$ cat src/rtl/fpb_pkg.sv
package fpb_pkg;
   typedef enum logic [1:0] {
      JM_DUPLEX  = 2'b00,
      JM_RX_ONLY = 2'b01,
      JM_TX_ONLY = 2'b10
   } join_mode_e;

   // receive join dominates: both bits set decodes as receive-only
   function automatic join_mode_e decode_join(input logic jrx, input logic jtx);
      if (jrx)      return JM_RX_ONLY;
      else if (jtx) return JM_TX_ONLY;
      else          return JM_DUPLEX;
   endfunction
endpackage

$ cat src/rtl/fpb_join_ctl.sv
module fpb_join_ctl
   import fpb_pkg::*;
#(
   parameter int DEPTH = 4,
   localparam int CAP_MAX = 2 * DEPTH,
   localparam int CW = $clog2(CAP_MAX + 1),
   localparam int PW = $clog2(CAP_MAX)
) (
   input  logic          clk,
   input  logic          rst_n,
   input  logic          join_rx,
   input  logic          join_tx,
   output join_mode_e    mode,
   output logic          flush,
   output logic [CW-1:0] tx_cap,
   output logic [CW-1:0] rx_cap,
   output logic [PW-1:0] rx_base
);
   logic prev_rx, prev_tx;

   always_ff @(posedge clk) begin
      if (!rst_n) begin
         prev_rx <= 1'b0;
         prev_tx <= 1'b0;
      end else begin
         prev_rx <= join_rx;
         prev_tx <= join_tx;
      end
   end

   assign mode  = decode_join(join_rx, join_tx);
   assign flush = (prev_rx != join_rx) || (prev_tx != join_tx);

   always_comb begin
      unique case (mode)
         JM_RX_ONLY: begin
            tx_cap  = '0;
            rx_cap  = CW'(CAP_MAX);
            rx_base = '0;
         end
         JM_TX_ONLY: begin
            tx_cap  = CW'(CAP_MAX);
            rx_cap  = '0;
            rx_base = '0;
         end
         default: begin
            tx_cap  = CW'(DEPTH);
            rx_cap  = CW'(DEPTH);
            rx_base = PW'(DEPTH);
         end
      endcase
   end


   mode_code_chk: assert property (@(posedge clk) disable iff (!rst_n)
      $onehot0(2'(mode)));


   cap_share_chk: assert property (@(posedge clk) disable iff (!rst_n)
      (CW+1)'(tx_cap) + (CW+1)'(rx_cap) == (CW+1)'(CAP_MAX));
endmodule

$ cat src/rtl/fpb_ptrs.sv
module fpb_ptrs #(
   parameter int CAP_MAX = 8,
   localparam int CW = $clog2(CAP_MAX + 1),
   localparam int PW = $clog2(CAP_MAX)
) (
   input  logic          clk,
   input  logic          rst_n,
   input  logic          flush,
   input  logic [CW-1:0] cap,
   input  logic          push,
   input  logic          pop,
   output logic          push_ok,
   output logic          pop_ok,
   output logic [PW-1:0] wr_ptr,
   output logic [PW-1:0] rd_ptr,
   output logic [CW-1:0] count,
   output logic          empty,
   output logic          full
);
   logic [CW-1:0] last;

   assign last    = cap - 1'b1;
   assign empty   = (count == '0);
   assign full    = (count >= cap);
   assign push_ok = push && !full && !flush;
   assign pop_ok  = pop && !empty && !flush;

   function automatic logic [PW-1:0] step(input logic [PW-1:0] p, input logic [CW-1:0] lim);
      return (CW'(p) == lim) ? '0 : p + 1'b1;
   endfunction

   always_ff @(posedge clk) begin
      if (!rst_n || flush) begin
         wr_ptr <= '0;
         rd_ptr <= '0;
         count  <= '0;
      end else begin
         if (push_ok) wr_ptr <= step(wr_ptr, last);
         if (pop_ok)  rd_ptr <= step(rd_ptr, last);
         count <= count + CW'(push_ok) - CW'(pop_ok);
      end
   end


   cnt_bound_chk: assert property (@(posedge clk) disable iff (!rst_n)
      !flush |-> count <= cap);


   no_overflow_chk: assert property (@(posedge clk) disable iff (!rst_n)
      (full && !pop && !flush) |=> $stable(count));


   no_underflow_chk: assert property (@(posedge clk) disable iff (!rst_n)
      (empty && !push && !flush) |=> count == '0);


   balance_chk: assert property (@(posedge clk) disable iff (!rst_n)
      (push_ok && pop_ok) |=> $stable(count));


   flush_clr_chk: assert property (@(posedge clk) disable iff (!rst_n)
      flush |=> (count == '0 && empty));
endmodule

$ cat src/rtl/fpb_sticky.sv
module fpb_sticky #(
   parameter int N = 16
) (
   input  logic         clk,
   input  logic         rst_n,
   input  logic [N-1:0] set,
   input  logic [N-1:0] clr,
   output logic [N-1:0] q
);
   always_ff @(posedge clk) begin
      if (!rst_n) q <= '0;
      else        q <= (q & ~clr) | set;
   end


   sticky_set_chk: assert property (@(posedge clk) disable iff (!rst_n)
      (set != '0) |=> ((q & $past(set)) == $past(set)));


   sticky_rise_chk: assert property (@(posedge clk) disable iff (!rst_n)
      (clr == '0) |=> ((q & $past(q)) == $past(q)));
endmodule

$ cat src/rtl/fifo_pair_bank.sv
module fifo_pair_bank
   import fpb_pkg::*;
#(
   parameter int NCH   = 4,
   parameter int DEPTH = 4,
   parameter int W     = 32,
   parameter int LVL_W = 4,
   localparam int STRIDE  = 2 * LVL_W,
   localparam int CAP_MAX = 2 * DEPTH,
   localparam int CW      = $clog2(CAP_MAX + 1),
   localparam int PW      = $clog2(CAP_MAX)
) (
   input  logic              clk,
   input  logic              rst_n,
   input  logic [NCH-1:0]    join_rx_i,
   input  logic [NCH-1:0]    join_tx_i,
   output logic [2*NCH-1:0]  mode_o,
   input  logic [NCH-1:0]    h_push_i,
   input  logic [NCH*W-1:0]  h_wdata_i,
   input  logic [NCH-1:0]    h_pop_i,
   output logic [NCH*W-1:0]  h_rdata_o,
   input  logic [NCH-1:0]    e_pull_i,
   output logic [NCH*W-1:0]  e_rdata_o,
   input  logic [NCH-1:0]    e_push_i,
   input  logic [NCH*W-1:0]  e_wdata_i,
   output logic [NCH-1:0]    tx_empty_o,
   output logic [NCH-1:0]    tx_full_o,
   output logic [NCH-1:0]    rx_empty_o,
   output logic [NCH-1:0]    rx_full_o,
   output logic [NCH*STRIDE-1:0] level_o,
   output logic [4*NCH-1:0]  dbg_o,
   input  logic [4*NCH-1:0]  dbg_clr_i
);
   if (NCH < 1) begin : g_bad_nch
      $error("fifo_pair_bank: NCH must be at least 1");
   end
   if (DEPTH < 1) begin : g_bad_depth
      $error("fifo_pair_bank: DEPTH must be at least 1");
   end
   if (CW > LVL_W) begin : g_bad_lvl
      $error("fifo_pair_bank: LVL_W too narrow for joined depth");
   end
   if (W < 1) begin : g_bad_w
      $error("fifo_pair_bank: W must be at least 1");
   end

   logic [4*NCH-1:0] dbg_set;

   for (genvar ch = 0; ch < NCH; ch++) begin : g_ch
      join_mode_e    mode;
      logic          flush;
      logic [CW-1:0] tx_cap, rx_cap, tx_cnt, rx_cnt;
      logic [PW-1:0] rx_base, tx_wr, tx_rd, rx_wr, rx_rd, rx_wr_idx, rx_rd_idx;
      logic          tx_push_ok, tx_pop_ok, rx_push_ok, rx_pop_ok;
      logic          tx_empty, tx_full, rx_empty, rx_full;
      logic [W-1:0]  mem [CAP_MAX];

      fpb_join_ctl #(.DEPTH(DEPTH)) u_join (
         .clk     (clk),
         .rst_n   (rst_n),
         .join_rx (join_rx_i[ch]),
         .join_tx (join_tx_i[ch]),
         .mode    (mode),
         .flush   (flush),
         .tx_cap  (tx_cap),
         .rx_cap  (rx_cap),
         .rx_base (rx_base)
      );

      fpb_ptrs #(.CAP_MAX(CAP_MAX)) u_tx (
         .clk     (clk),
         .rst_n   (rst_n),
         .flush   (flush),
         .cap     (tx_cap),
         .push    (h_push_i[ch]),
         .pop     (e_pull_i[ch]),
         .push_ok (tx_push_ok),
         .pop_ok  (tx_pop_ok),
         .wr_ptr  (tx_wr),
         .rd_ptr  (tx_rd),
         .count   (tx_cnt),
         .empty   (tx_empty),
         .full    (tx_full)
      );

      fpb_ptrs #(.CAP_MAX(CAP_MAX)) u_rx (
         .clk     (clk),
         .rst_n   (rst_n),
         .flush   (flush),
         .cap     (rx_cap),
         .push    (e_push_i[ch]),
         .pop     (h_pop_i[ch]),
         .push_ok (rx_push_ok),
         .pop_ok  (rx_pop_ok),
         .wr_ptr  (rx_wr),
         .rd_ptr  (rx_rd),
         .count   (rx_cnt),
         .empty   (rx_empty),
         .full    (rx_full)
      );

      // receive slots sit above the transmit half unless receive owns it all
      assign rx_wr_idx = rx_base + rx_wr;
      assign rx_rd_idx = rx_base + rx_rd;

      always_ff @(posedge clk) begin
         if (tx_push_ok) mem[tx_wr]     <= h_wdata_i[ch*W +: W];
         if (rx_push_ok) mem[rx_wr_idx] <= e_wdata_i[ch*W +: W];
      end

      assign e_rdata_o[ch*W +: W] = tx_empty ? '0 : mem[tx_rd];
      assign h_rdata_o[ch*W +: W] = rx_empty ? '0 : mem[rx_rd_idx];

      assign mode_o[2*ch +: 2]  = mode;
      assign tx_empty_o[ch]     = tx_empty;
      assign tx_full_o[ch]      = tx_full;
      assign rx_empty_o[ch]     = rx_empty;
      assign rx_full_o[ch]      = rx_full;
      assign level_o[ch*STRIDE +: LVL_W]         = LVL_W'(tx_cnt);
      assign level_o[ch*STRIDE + LVL_W +: LVL_W] = LVL_W'(rx_cnt);
      if (STRIDE > 2 * LVL_W) begin : g_pad
         assign level_o[ch*STRIDE + 2*LVL_W +: STRIDE - 2*LVL_W] = '0;
      end

      assign dbg_set[ch]         = h_push_i[ch] && tx_full;
      assign dbg_set[NCH+ch]     = h_pop_i[ch]  && rx_empty;
      assign dbg_set[2*NCH+ch]   = e_pull_i[ch] && tx_empty;
      assign dbg_set[3*NCH+ch]   = e_push_i[ch] && rx_full;


      lvl_empty_chk: assert property (@(posedge clk) disable iff (!rst_n)
         tx_empty_o[ch] |-> level_o[ch*STRIDE +: LVL_W] == '0);


      zero_head_chk: assert property (@(posedge clk) disable iff (!rst_n)
         rx_empty_o[ch] |-> h_rdata_o[ch*W +: W] == '0);
   end

   fpb_sticky #(.N(4*NCH)) u_dbg (
      .clk   (clk),
      .rst_n (rst_n),
      .set   (dbg_set),
      .clr   (dbg_clr_i),
      .q     (dbg_o)
   );
endmodule

$ cat config.mk
export PLATFORM = sky130hd
export DESIGN_NAME = fifo_pair_bank
export DESIGN_NICKNAME = d
export VERILOG_FILES = /design/src/rtl/fpb_pkg.sv /design/src/rtl/fpb_join_ctl.sv /design/src/rtl/fpb_ptrs.sv /design/src/rtl/fpb_sticky.sv /design/src/rtl/fifo_pair_bank.sv
export SDC_FILE = /design/constraint.sdc
export NUM_CORES = 2
export LEC_CHECK = 0
export ABC_AREA = 1
export BUFFER_PORTS_ARGS = -buffer_cell sky130_fd_sc_hd__buf_2
export CORE_MARGIN = 4
export CORE_UTILIZATION = 25
export CTS_BUF_LIST = sky130_fd_sc_hd__clkbuf_4
export DETAILED_ROUTE_END_ITERATION = 10
export GPL_TIMING_DRIVEN = 0
export PLACE_DENSITY_LB_ADDON = 0.3
export SETUP_SLACK_MARGIN = 0.5
export SLEW_MARGIN = 20
export SYNTH_ARGS = -nofsm -noshare
export SYNTH_HDL_FRONTEND = slang
export SYNTH_SLANG_ARGS = --single-unit
$ cat constraint.sdc
create_clock -name clk -period 6.2 [get_ports clk]
set_input_delay 0.62 -clock clk [delete_from_list [all_inputs] [get_ports clk]]
set_output_delay 0.62 -clock clk [all_outputs]
set_load 0.1 [all_outputs]
After elaboration in Yosys (flattened, before gate mapping)
Memories as Yosys holds them, arrays and structs flattened. A register that Yosys moved wholly into a read port is not among the register bits.
Index checks and enable logic that the tools add are counted.

cells by class
  reductions and logical operators = 89
  add/sub/neg operators = 48
  equality and inequality tests = 32
  bitwise operators = 3
  $lt $le $gt $ge = 8
  muxes and demuxes = 68

operators with widths
  kind                                                  count
  2-to-1 mux 32 bit                                     8
  2-to-1 mux 3 bit                                      28
  equality test 3 x 4 -> 1 bit                          16
  case mux 4 bit (2 select lines)                       8
  adder 3 x 1 -> 3 bit (second input constant)          16
  logical AND 1 bit                                     48
  adder 4 x 1 -> 4 bit                                  8
  >= comparator 4 bit                                   8
  logical NOT 4 bit                                     8
  subtractor 4 x 1 -> 4 bit                             8
  subtractor 4 x 1 -> 4 bit (second input constant)     8
  adder 3 bit                                           8
  logical NOT 1 bit                                     21
  bitwise AND 16 bit                                    1
  2-to-1 mux 1 bit                                      16
  2-to-1 mux 2 bit                                      8
  NOT 16 bit                                            1
  bitwise OR 16 bit                                     1
  equality test 2 x 1 -> 1 bit (second input constant)  4
  equality test 2 bit (second input constant)           4
  logical OR 1 bit                                      8
  inequality test 1 bit                                 8
  OR reduction 2 bit                                    4

word-level totals
  register bits after elaboration = 104
  memories kept = 4
  input bits = 298
  logic and storage cells = 285
  bits in writable memories = 1024

memories
  name         words  width  read ports  clocked after Yosys merged registers in  wr ports  RTL line              RTL
  g_ch[0].mem  8      32     2           1                                        2         fifo_pair_bank.sv:56  logic [W-1:0] mem [CAP_MAX];
  g_ch[1].mem  8      32     2           1                                        2         fifo_pair_bank.sv:56
  g_ch[2].mem  8      32     2           1                                        2         fifo_pair_bank.sv:56
  g_ch[3].mem  8      32     2           1                                        2         fifo_pair_bank.sv:56

Logic depth before layout (Yosys ltp)
  word-level depth = 10
  gate-level depth with buffers = 12
  depth with buffers taken out = 12

Modules after synthesis
A second synthesis with hierarchy kept.

second synthesis, totals
  cell total of the unflattened synthesis = 11474
  area total of the unflattened synthesis = 79762.7 um^2

modules (own cells, without submodules)
  module          seq. area each (um^2)  instances  area an instance (um^2)  cells each
  fifo_pair_bank  30749.5                1          71527.4                  10236
  fpb_ptrs        200.2                  8          862.1                    131
  fpb_join_ctl    40.0                   4          176.4                    27
  fpb_sticky      320.3                  1          633.1                    82

Least setup slack after synthesis
Ideal clock, no wire load.

  path type = input port to flip-flop
  from = in join_tx_i[1]
  to = mem g_ch[1].mem[1][0] (enable)
  data arrival time = 5.386 ns
  cell stages on the path = 9
  library setup time = 0.466 ns
  setup slack = 0.349 ns
  buffers on the path = 0
  cells stage by stage = inv_1 -> nor2_1 -> inv_1 -> ha_1 -> nand2_1 -> nand2_1 -> nor2_1 -> nand2_1 -> o21ai_0

RTL lines
  element      RTL line              RTL
  from (decl)  fifo_pair_bank.sv:16  input logic [NCH-1:0] join_tx_i,
  to (decl)    fifo_pair_bank.sv:56

Worst setup path in the final report
  from = reg g_ch[3].u_rx.rd_ptr[0]
  to = out h_rdata_o[96]

between the ends
  word-level cells in the longest chain between the ends = 3

RTL lines
  element                   RTL line               RTL
  from (decl)               fpb_ptrs.sv:15         output logic [PW-1:0] rd_ptr,
  from (signal assigned)    fpb_ptrs.sv:39         if (pop_ok) rd_ptr <= step(rd_ptr, last);
  adder 3 bit               fifo_pair_bank.sv:104  assign rx_rd_idx = rx_base + rx_rd;
  memory read (8 x 32 bit)  --
  2-to-1 mux 32 bit         fifo_pair_bank.sv:112  assign h_rdata_o[ch*W +: W] = rx_empty ? '0 : mem[rx_rd_idx];
  to (decl)                 fifo_pair_bank.sv:21   output logic [NCH*W-1:0] h_rdata_o,

No other way between the ends.

==> impl_metrics.csv <==
group,metric,value,unit
worst_setup_path,worst_path_max_delay_cell,"clkbuf_1",
clock_tree,clock_sinks,1140,
yosys,synth.most_common_cell,"o21ai_0",
yosys,synth-edff-count,1024,
yosys,synth_top_flop_cell,"edfxtp_1",
final_layout,fillers,29150,
worst_setup_path,reg2reg_depth,11,
placed_design,port_buffers,496,
final_layout,drive_gt1_share,14.66,%
clock_tree,cts.clk_slew.worst_paths,0.07,ns
clock_tree,cts_tree,"yes",
yosys,syn_inst,8865,
placed_design,dpl.hpwl,242600,um
yosys,ys_async_sr_fraction,0,%
yosys,synth.area.mux_share,0,%
timing,slew_viol_final,0,
yosys,postSynthAreaPerCell,7.724,um2
timing,fmax,179.5,MHz
drt,dr.pass1.iters,8,
pwr,power.internal,12.93,mW
floorplan,start_util,25.20,%
clock_tree,root_buffer,"clkbuf_4",
timing,worstMarginPinSlew,1.075,ns
pwr,clkPwrFrac,43.4,%
final_layout,nets,10610,
timing,setup_violations,0,
global_route,first_global_vias,70010,
yosys,synth_compound_area_share,23.02,%
timing,tns,0,ns
global_route,antenna_found_initial,39,
global_route,grt_overflow_total,0,
job,maxCapViolCount,0,
timing,timing.slew.headroom,28.36,%
worst_setup_path,crit_path_end_kind,"output port",
pwr,pwr-share-seq,47.4,%
global_route,grt_pass1_wl,479600,um
yosys,synth_area_leader_cell,"edfxtp_1",
pwr,switchingPower,4.916,mW
worst_setup_path,startpoint_type,"flop",
drt,initialDrtViolationCount,9006,
pwr,powerDensity,206.6,nW/um2
pwr,p_leak,34.41,nW
yosys,ys_types,28,
timing,hold_viol,0,
timing,fin_skew,0.1091,ns
drt,drtAntennaViolNets,0,
run_status,outcome,"complete, no violations",
timing,rsz0062_at_grt,"no",
yosys,synthSimpleGateAreaFrac,18.12,%
clock_tree,post-cts-setup-buffers,0,
drt,wl_per_cell,23.84,um
worst_setup_path,required,5.58,ns
clock_tree,cts_max_level,5,
worst_setup_path,critical_path_class,"reg -> out",
drt,wl,335300,um
worst_setup_path,crit_path_end,"h_rdata_o[96]",
timing,fin_crit_sh,89.88,%
placed_design,pre_cts_ws,1.808,ns
yosys,netlist_area,68470,um2
pwr,peakVddDrop,0.0001328,V
clock_tree,cts_made_buffers,344,
worst_setup_path,r2r_start,"g_ch[3].u_rx.wr_ptr[2]",
drt,num_vias,72670,
clock_tree,insertion_delay,1.34,ns
clock_tree,clk_path_buf_depth,4,
placed_design,gp_congestion,0.9159,
drt,vias_per_cell,5.165,
worst_setup_path,critPathLaunch,"g_ch[3].u_rx.rd_ptr[0]",
yosys,synth_xor_xnor_area_share,0.2430,%
timing,fin_crit,5.572,ns
yosys,synth_top_family_by_area,"compound AO/OA/AOI/OAI gates",
yosys,syn_nets,9235,
yosys,ys_warn_count,0,
pwr,p_comb_share,9.2,%
worst_setup_path,cp_cell_sequence,"buf_2 -> buf_2 -> clkbuf_1 -> o21ai_0 -> o21ai_0 -> nor2_1 -> nor2_1 -> buf_2",
pwr,switching_share,27.55,%
worst_setup_path,reg2reg_slack,2.82,ns
global_route,grt_use_total,22.50,%
floorplan,die-area,282300,um2
yosys,synth_area_leaders,"edfxtp_1 (45%), o21ai_0 (16%), nand2_1 (9.2%), nor2_1 (6.2%), a21oi_1 (4.2%)",
floorplan,die_x,531.3,um
worst_hold_path,worst_hold_path_type,"in -> reg",
worst_setup_path,path_max_fanout,10,
yosys,yosysTopAreaCellShare,44.91,%
floorplan,core-area,271700,um2
timing,fin_ws,0.6275,ns
global_route,grt_start_max_net_pins,21,
drt,drc,0,
yosys,ys_seq_elements,1140,
worst_setup_path,cpMostUsedCell,"buf_2",
floorplan,fp-row-count,191,
yosys,seq_area_frac_synth,48.30,%
floorplan,io_pins,626,
yosys,synth_adder_area_share,1.403,%
final_layout,area_growth,26.18,%
worst_setup_path,critical-path-max-stage-delay,0.67,ns
yosys,synthTopCellsByCount,"o21ai_0 (2,133), nand2_1 (1,671), nor2_1 (1,136)",
worst_setup_path,rr_endpoint,"g_ch[3].mem[4][23]",
floorplan,fp.dieH,531.3,um
worst_setup_path,cp.arrival,4.95,ns
==> sequential cells by signal, indices dropped and copies added (netlist names), named ones only <==
name and cells:
u_dbg.q 16, g_ch.u_join.prev_tx 4, g_ch.u_tx.rd_ptr 12, g_ch.u_tx.count 16
g_ch.u_tx.wr_ptr 12, g_ch.mem 1024, g_ch.u_join.prev_rx 4, g_ch.u_rx.wr_ptr 12
g_ch.u_rx.count 16, g_ch.u_rx.rd_ptr 12
==> what timing repair did <==
item	in CTS	in global routing
hold endpoints to repair	1118	0
setup endpoints to repair	1	0
hold buffers	473	0
gates resized for setup	1	0
==> worst min path at each step <==
| stage | from | end | cells after the start |
|---|---|---|---|
| 2_1_floorplan | g_ch[2].u_tx.rd_ptr[1] | flop | 2 |
| 3_3_place_gp | u_dbg.q[2] | u_dbg.q[2] | 2 |
| 3_5_place_dp | u_dbg.q[2] | u_dbg.q[2] | 2 |
| 4_1_cts | e_wdata_i[122] | g_ch[3].mem[4][26] | 4 |
| 5_1_grt | rst_n | flop | 5 |
| 6_report | rst_n | g_ch[1].u_rx.rd_ptr[2] | 5 |
==> area by class of cell <==
type | instances | area (um2) | area share, %
Antenna cell | 15 | 37.54 | 0.04345
Clock buffer | 492 | 3694 | 4.275
Clock inverter | 102 | 658.1 | 0.7617
Timing Repair Buffer | 1024 | 8708 | 10.08
Tap cell | 3570 | 4467 | 5.170
Buffer | 815 | 3933 | 4.552
Multi-Input combinational cell | 6331 | 29660 | 34.32
Sequential cell | 1140 | 33070 | 38.28
Inverter | 579 | 2173 | 2.515
==> metrics by stage <==
stage / utilization (%) / total power, mW / instances / hold slack [ns] / instance area, um2
floorplan: - / 9.465 / 8865 / 0.4577 / 68470
CTS: 31.78 / 17.92 / 14050 / 0.02118 / 86360
detailed placement: 28.44 / 9.990 / 12990 / 0.4546 / 77270
global placement: 27.76 / 9.947 / 12930 / 0.4539 / 75420
global route: 31.79 / 18.49 / 14060 / 0.1255 / 86370
finish: 31.80 / 17.85 / 14070 / 0.1362 / 86400
==> logic make-up after synthesis <==
| logic type | count (synthesis) |
|---|---|
| adder cells (fa/ha/maj) | 72 |
| AND/OR/NAND/NOR | 3164 |
| XOR/XNOR | 19 |
| flip-flops | 1140 |
| buffers and inverters | 1394 |
| AO/OA/AOI/OAI | 3076 |
==> worst max-delay path: cells and delay by family (launching register included) <==
kind	cells	cell delay [ns]
buf+inv	4	2.01
flops	1	0.65
compound gates	2	0.48
simple gates	2	0.43
==> metal layers <==
metal	track usage (%)	vias up	share of wire (%)
met2	36.90	4265	46
met5	0	-	0.048
met3	4.390	799	9.8
met1	29.19	34490	40
li1	-	33080	-
met4	8.645	26	3.9
==> placed cells by master, fill, tap and decap left out, types with 64 or more instances in the layout <==
| master | n |
|---|---|
| a21oi_1 | 577 |
| buf_2 | 773 |
| clkbuf_1 | 395 |
| clkbuf_4 | 492 |
| clkinv_1 | 67 |
| dfxtp_1 | 116 |
| dlygate4sd3_1 | 473 |
| edfxtp_1 | 1024 |
| ha_1 | 64 |
| inv_1 | 570 |
| nand2_1 | 1671 |
| nand3_1 | 312 |
| nor2_1 | 1136 |
| o211ai_1 | 129 |
| o21ai_0 | 2101 |
| o21ai_1 | 224 |
==> power groups by stage <==
| stage | Sequential (mW) | Clock (mW) | Combinational [mW] |
|---|---|---|---|
| floorplan | 8.67 | 0 | 0.792 |
| global placement | 8.63 | 0 | 1.32 |
| CTS | 8.46 | 7.84 | 1.62 |
| detailed placement | 8.62 | 0 | 1.37 |
| global route | 8.46 | 8.25 | 1.78 |
| finish | 8.46 | 7.74 | 1.64 |
Note: power is estimated with default switching activity, not from simulation.
